===== src/rtl/mdm_pkg.sv =====
package mdm_pkg;

    localparam int BYTE_W   = 8;
    localparam int LINE_W   = 4;
    localparam int CTL_W    = 5;

    // Control byte bit positions (loopback view depends on these)
    localparam int CB_DTR   = 0;
    localparam int CB_RTS   = 1;
    localparam int CB_AUX1  = 2;
    localparam int CB_AUX2  = 3;
    localparam int CB_LOOP  = 4;

    localparam logic [BYTE_W-1:0] CTL_MASK  = 8'h1F;
    localparam logic [BYTE_W-1:0] CTL_RESET = 8'h08;

    // Handshake line nibble; packed order makes dcd bit 3 and cts bit 0
    typedef struct packed {
        logic dcd;
        logic ri;
        logic dsr;
        logic cts;
    } line_t;

    localparam line_t LINE_RESET = '{dcd: 1'b1, ri: 1'b0, dsr: 1'b1, cts: 1'b1};

    // Change flags produced by one transition old -> now
    function automatic logic [LINE_W-1:0] line_delta(input line_t old_v, input line_t now_v);
        logic [LINE_W-1:0] d;
        d    = old_v ^ now_v;
        d[2] = old_v.ri & ~now_v.ri;   // ring: falling edge only
        return d;
    endfunction

    // Status byte presented while looping back the control outputs
    function automatic logic [BYTE_W-1:0] loop_view(input logic [BYTE_W-1:0] ctl);
        logic [BYTE_W-1:0] v;
        v    = '0;
        v[7] = ctl[CB_AUX2];
        v[6] = ctl[CB_AUX1];
        v[5] = ctl[CB_DTR];
        v[4] = ctl[CB_RTS];
        return v;
    endfunction

endpackage


===== src/rtl/mdm_sync.sv =====
module mdm_sync #(
    parameter int                W      = 4,
    parameter int                STAGES = 2,
    parameter logic [W-1:0]      RST_V  = '0
) (
    input  logic         clk,
    input  logic         rst,
    input  logic [W-1:0] d,
    output logic [W-1:0] q
);
    logic [W-1:0] chain [STAGES];

    generate
        for (genvar s = 0; s < STAGES; s++) begin : g_stage
            if (s == 0) begin : g_first
                always_ff @(posedge clk) begin
                    if (rst) chain[s] <= RST_V;
                    else     chain[s] <= d;
                end
            end else begin : g_next
                always_ff @(posedge clk) begin
                    if (rst) chain[s] <= RST_V;
                    else     chain[s] <= chain[s-1];
                end
            end
        end
    endgenerate

    assign q = chain[STAGES-1];
endmodule


===== src/rtl/mdm_delta.sv =====
module mdm_delta
    import mdm_pkg::*;
(
    input  logic              clk,
    input  logic              rst,
    input  line_t             line_now,
    input  logic              rd_clr,
    output line_t             line_q,
    output logic [LINE_W-1:0] delta_q
);
    logic [LINE_W-1:0] chg;
    logic [LINE_W-1:0] delta_d;

    always_comb begin
        chg     = line_delta(line_q, line_now);
        delta_d = (rd_clr ? '0 : delta_q) | chg;
    end

    always_ff @(posedge clk) begin
        if (rst) begin
            line_q  <= LINE_RESET;
            delta_q <= '0;
        end else begin
            line_q  <= line_now;
            delta_q <= delta_d;
        end
    end

    AST_RING_FALL_ONLY: assert property (@(posedge clk) disable iff (rst)
        $rose(delta_q[2]) |-> ($past(line_q.ri) && !line_q.ri));

    AST_CLEAR_ON_READ: assert property (@(posedge clk) disable iff (rst)
        (rd_clr && (line_now == line_q)) |=> (delta_q == '0));

    AST_FLAG_STICKY: assert property (@(posedge clk) disable iff (rst)
        (!rd_clr && (delta_q != '0)) |=> ((delta_q & $past(delta_q)) == $past(delta_q)));

    AST_CHANGE_FLAGGED: assert property (@(posedge clk) disable iff (rst)
        (line_now.cts != line_q.cts) |=> delta_q[0]);
endmodule


===== src/rtl/mdm_ctrl.sv =====
module mdm_ctrl
    import mdm_pkg::*;
(
    input  logic              clk,
    input  logic              rst,
    input  logic              wr_ctl,
    input  logic [BYTE_W-1:0] wdata,
    output logic [BYTE_W-1:0] ctl_q,
    output logic              loop_on,
    output logic              rts_o,
    output logic              dtr_o,
    output logic              aux1_o,
    output logic              aux2_o
);
    always_ff @(posedge clk) begin
        if (rst)         ctl_q <= CTL_RESET;
        else if (wr_ctl) ctl_q <= wdata & CTL_MASK;
    end

    always_comb begin
        loop_on = ctl_q[CB_LOOP];
        rts_o   = ctl_q[CB_RTS]  & ~loop_on;
        dtr_o   = ctl_q[CB_DTR]  & ~loop_on;
        aux1_o  = ctl_q[CB_AUX1] & ~loop_on;
        aux2_o  = ctl_q[CB_AUX2] & ~loop_on;
    end

    AST_CTRL_WRITE: assert property (@(posedge clk) disable iff (rst)
        wr_ctl |=> (ctl_q == ($past(wdata) & CTL_MASK)));
endmodule


===== src/rtl/modem_ctl_stat.sv =====
module modem_ctl_stat
    import mdm_pkg::*;
#(
    parameter int SYNC_STAGES = 2
) (
    input  logic              clk,
    input  logic              rst,
    input  logic              wr_en,
    input  logic              rd_en,
    input  logic              reg_sel,
    input  logic [BYTE_W-1:0] wdata,
    output logic [BYTE_W-1:0] rdata,
    input  logic              cts_i,
    input  logic              dsr_i,
    input  logic              ri_i,
    input  logic              dcd_i,
    output logic              rts_o,
    output logic              dtr_o,
    output logic              aux1_o,
    output logic              aux2_o,
    output logic              mdm_chg_o
);
    line_t             pins_raw;
    logic [LINE_W-1:0] pins_sync;
    line_t             line_q;
    logic [LINE_W-1:0] delta_q;
    logic [BYTE_W-1:0] ctl_q;
    logic              loop_on;
    logic              rd_clr;

    assign pins_raw = '{dcd: dcd_i, ri: ri_i, dsr: dsr_i, cts: cts_i};

    mdm_sync #(
        .W      (LINE_W),
        .STAGES (SYNC_STAGES),
        .RST_V  (LINE_RESET)
    ) sync_i (
        .clk (clk),
        .rst (rst),
        .d   (pins_raw),
        .q   (pins_sync)
    );

    mdm_ctrl ctrl_i (
        .clk     (clk),
        .rst     (rst),
        .wr_ctl  (wr_en && !reg_sel),
        .wdata   (wdata),
        .ctl_q   (ctl_q),
        .loop_on (loop_on),
        .rts_o   (rts_o),
        .dtr_o   (dtr_o),
        .aux1_o  (aux1_o),
        .aux2_o  (aux2_o)
    );

    assign rd_clr = rd_en && reg_sel && !loop_on;

    mdm_delta delta_i (
        .clk      (clk),
        .rst      (rst),
        .line_now (line_t'(pins_sync)),
        .rd_clr   (rd_clr),
        .line_q   (line_q),
        .delta_q  (delta_q)
    );

    always_comb begin
        if (!reg_sel)     rdata = ctl_q;
        else if (loop_on) rdata = loop_view(ctl_q);
        else              rdata = {line_q, delta_q};
    end

    assign mdm_chg_o = |delta_q;

    AST_LOOP_QUIET: assert property (@(posedge clk) disable iff (rst)
        loop_on |-> !(rts_o || dtr_o || aux1_o || aux2_o));

    AST_LOOP_READ_KEEPS: assert property (@(posedge clk) disable iff (rst)
        (rd_en && reg_sel && loop_on && mdm_chg_o) |=> mdm_chg_o);
endmodule


===== config.mk =====
export PLATFORM = sky130hd
export DESIGN_NAME = modem_ctl_stat
export DESIGN_NICKNAME = d
export VERILOG_FILES = /design/src/rtl/mdm_pkg.sv /design/src/rtl/mdm_sync.sv /design/src/rtl/mdm_delta.sv /design/src/rtl/mdm_ctrl.sv /design/src/rtl/modem_ctl_stat.sv
export SDC_FILE = /design/constraint.sdc
export NUM_CORES = 1
export LEC_CHECK = 0
export BUFFER_PORTS_ARGS = -buffer_cell sky130_fd_sc_hd__buf_4
export CORE_MARGIN = 1.5
export CORE_UTILIZATION = 41
export CTS_CLUSTER_SIZE = 20
export DETAILED_ROUTE_END_ITERATION = 16
export GPL_ROUTABILITY_DRIVEN = 0
export GPL_TIMING_DRIVEN = 1
export PLACE_DENSITY = 0.7
export SLEW_MARGIN = 10
export SYNTH_ARGS = -nofsm -noshare
export SYNTH_HDL_FRONTEND = slang
export SYNTH_SLANG_ARGS = --single-unit

===== constraint.sdc =====
create_clock -name clk -period 1.2 [get_ports clk]
set_input_delay 0.12 -clock clk [delete_from_list [all_inputs] [get_ports clk]]
set_output_delay 0.12 -clock clk [all_outputs]
set_load 0.02 [all_outputs]

==> run summary <==
Starting Density -> 43.0%
Largest net degree at the start of global routing -> 23
Fin. Hold Viols -> 0
First-pass iteration count of the detailed router -> 2
Core area -> 1940 µm²
CTS clk-pin slew, worst paths -> 110 ps
Port bufs -> 26
CP Class -> register to primary output
Overall power consumption -> 0.00138 W
Maximum VDD drop -> 0.000675 V
Mean routed wirelength per cell -> 11.2 µm
Worst setup EP type -> primary output
Fin crit period -> 1420 ps
Syn. warnings -> 0
Largest family of logic cells by synthesized area -> simple AND/OR/NAND/NOR gates
Synth async-reset ratio -> 0%
Cell Pwr Density -> 1120 nW/µm²
Clock sinks -> 21
Iter 0 DRT Violations -> 5
Unrepaired setup endpoints after global routing -> yes
Worst-path maximum fanout -> 2
Critical path startpoint category -> register
Total gr overflow -> 0
Antenna fix cells -> 0
Sequential cell area -> 427 µm²
Number of synthesized register bits -> 21
Leakage -> 0.526 nW
Die height -> 48.2 µm
Yosys cell types -> 22
Worst path required time -> 1080 ps
Number of synthesized flops with an enable pin -> 0
Synth Flop Type -> dfxtp_1
FMAX -> 0.706 GHz
Syn Std Cell Area -> 836 µm²
Relative slew slack -> 85.1%
First-pass GRT wire length -> 2370 µm
Post-synthesis sequential area ratio -> 50.3%
GRT Overall Usage -> 14.9%
Die width -> 48.2 µm
# DRC -> 0
TritonCTS Buffers -> 3
Total number of vias -> 677
Final wirelength -> 1650 µm
Die area -> 2320 µm²
Syn Area/Cell -> 9.95 µm²
Antenna violations before repair -> 0
HPWL Detailed -> 1050 µm
Maxcap violations -> 0
Max Root-Sink Buffers -> 2
Most frequent cells in the layout -> 27 x buf_4, 18 x dfxtp_1, 9 x or2_2
Row cnt -> 16
Io pins -> 30
Slew Limit Fails -> 0
Fin Hold WS -> 21.2 ps
Finish-stage setup viols -> 12
Hold WC Path Type -> primary input to register
Crit path DAT -> 1300 ps
Failing checks -> negative setup slack
Slew @ Worst Pin -> 223 ps
Multi-input gate area -> 405 µm²
Layout Nets -> 139
Skew final -> 1.19 ps
Syn Nets -> 101
Fillers -> 147
Commonest non-fill, non-tap cell in the layout -> buf_4
Status -> finished with violations
Vias in the first global route -> 609
Layout cells sized above 1 -> 47.9%
XOR/XNOR share of the synthesized area -> 3.14%
Mux contribution to synthesized area -> 8.38%
# H-tree levels -> 1
Synth Area in Adders -> 0%
Clock root buffer -> clkbuf_4
Setup ws final -> -217 ps
Post-Syn Instances -> 84
Vias per cell -> 4.57
TritonCTS clock tree -> yes
ANT nets after route -> 0
Clk Latency, worst-skew pair -> 290 ps
Tcrit/Tclk final -> 118%
Post-synthesis compound-gate area fraction -> 10.9%
Area grow syn2layout -> 48.2%
Post-Synth Simple-Gate Area -> 21.7%
Final design utilization -> 63.8%
cell families after synthesis:
| family | after synthesis |
|---|---|
| and+or+nand+nor | 32 |
| buffers and inverters | 9 |
| DFF | 21 |
| AOI/OAI and AO/OA | 12 |
| xor gates and xnor gates | 3 |
| muxes | 7 |
per-layer routing:
layer	vias up	wire [µm]	GRT usage (%)
li1	351	-	-
met1	301	731	15.9
met2	23	828	26.8
met3	2	79	2.22
met4	0	13	9.73
met5	-	0	0
synth_stat cells, types with 2 or more instances:
cell type | n | share of area [%]
nor2_1 | 10 | 4.5
nand3b_1 | 2 | 1.8
or2_2 | 9 | 6.7
inv_1 | 4 | 1.8
clkbuf_1 | 2 | 0.90
dfxtp_1 | 21 | 50
mux2i_1 | 7 | 8.4
o21ai_0 | 4 | 2.4
o2bb2ai_1 | 3 | 3.1
xnor2_1 | 3 | 3.1
nand2_1 | 2 | 0.90
nor2b_1 | 7 | 5.2
per-stage QoR:
stage | setup TNS, ps | worst slack (ps) | instances | area, µm²
after floorplan | 0 | 76.1 | 84 | 836
final | -1240 | -217 | 148 | 1240
after global routing | -1940 | -252 | 148 | 1240
after CTS | -1230 | -238 | 146 | 1170
after global placement | 0 | 87.4 | 134 | 1060
after detailed placement | 0 | 82.6 | 134 | 1060
worst paths after layout:
| path | startpoint | end | slack [ps] | cells past startpoint |
|---|---|---|---|---|
| hold reg to reg | sync_i.chain[0][3]$_SDFF_PP1_ | sync_i.chain[1][3]$_SDFF_PP1_ | 420 | 1 |
| hold / removal | wdata[3] | ctrl_i.ctl_q[3]$_SDFFE_PP1P_ | 20 | 2 |
| setup reg to reg | ctrl_i.ctl_q[4]$_SDFFE_PP0P_ | delta_i.delta_q[2]$_SDFF_PP0_ | 0 | 6 |
| setup / recovery | delta_i.delta_q[0]$_SDFF_PP0_ | mdm_chg_o | -220 | 2 |
flip-flops by register name, indices dropped and copies added, names as in the netlist:
register	count
delta_i.delta_q	4
delta_i.line_q	4
ctrl_i.ctl_q	5
sync_i.chain	8
what timing repair did:
action | in CTS | in global routing
resized for setup | 12 | 13
pin swaps | 0 | 3
endpoints found under the setup margin | 9 | 12
hold endpoints to repair | 3 | 0
hold buffers | 3 | 0
buffers inserted | 6 | 2
final cells by class:
cell class                      count  share of cell area [%]
Timing Repair Buffer               38                    26.8
Inverter                            4                    1.21
Multi-Input combinational cell     54                    32.7
Sequential cell                    21                    34.4
Tap cell                           27                    2.73
Clock buffer                        4                    2.12
critical path, cell delays in order (launching register included):
cell and delay (ps):
dfxtp_2 330, or4_4 520, buf_6 150
power by group:
part	internal (W)	switching (W)	leakage (nW)	total, W
Sequential	0.000730	0.0000193	0.174	0.000750
Combinational	0.000170	0.000136	0.337	0.000306
Clock	0.000129	0.000198	0.0150	0.000327
(Power assumes the default switching activity.)
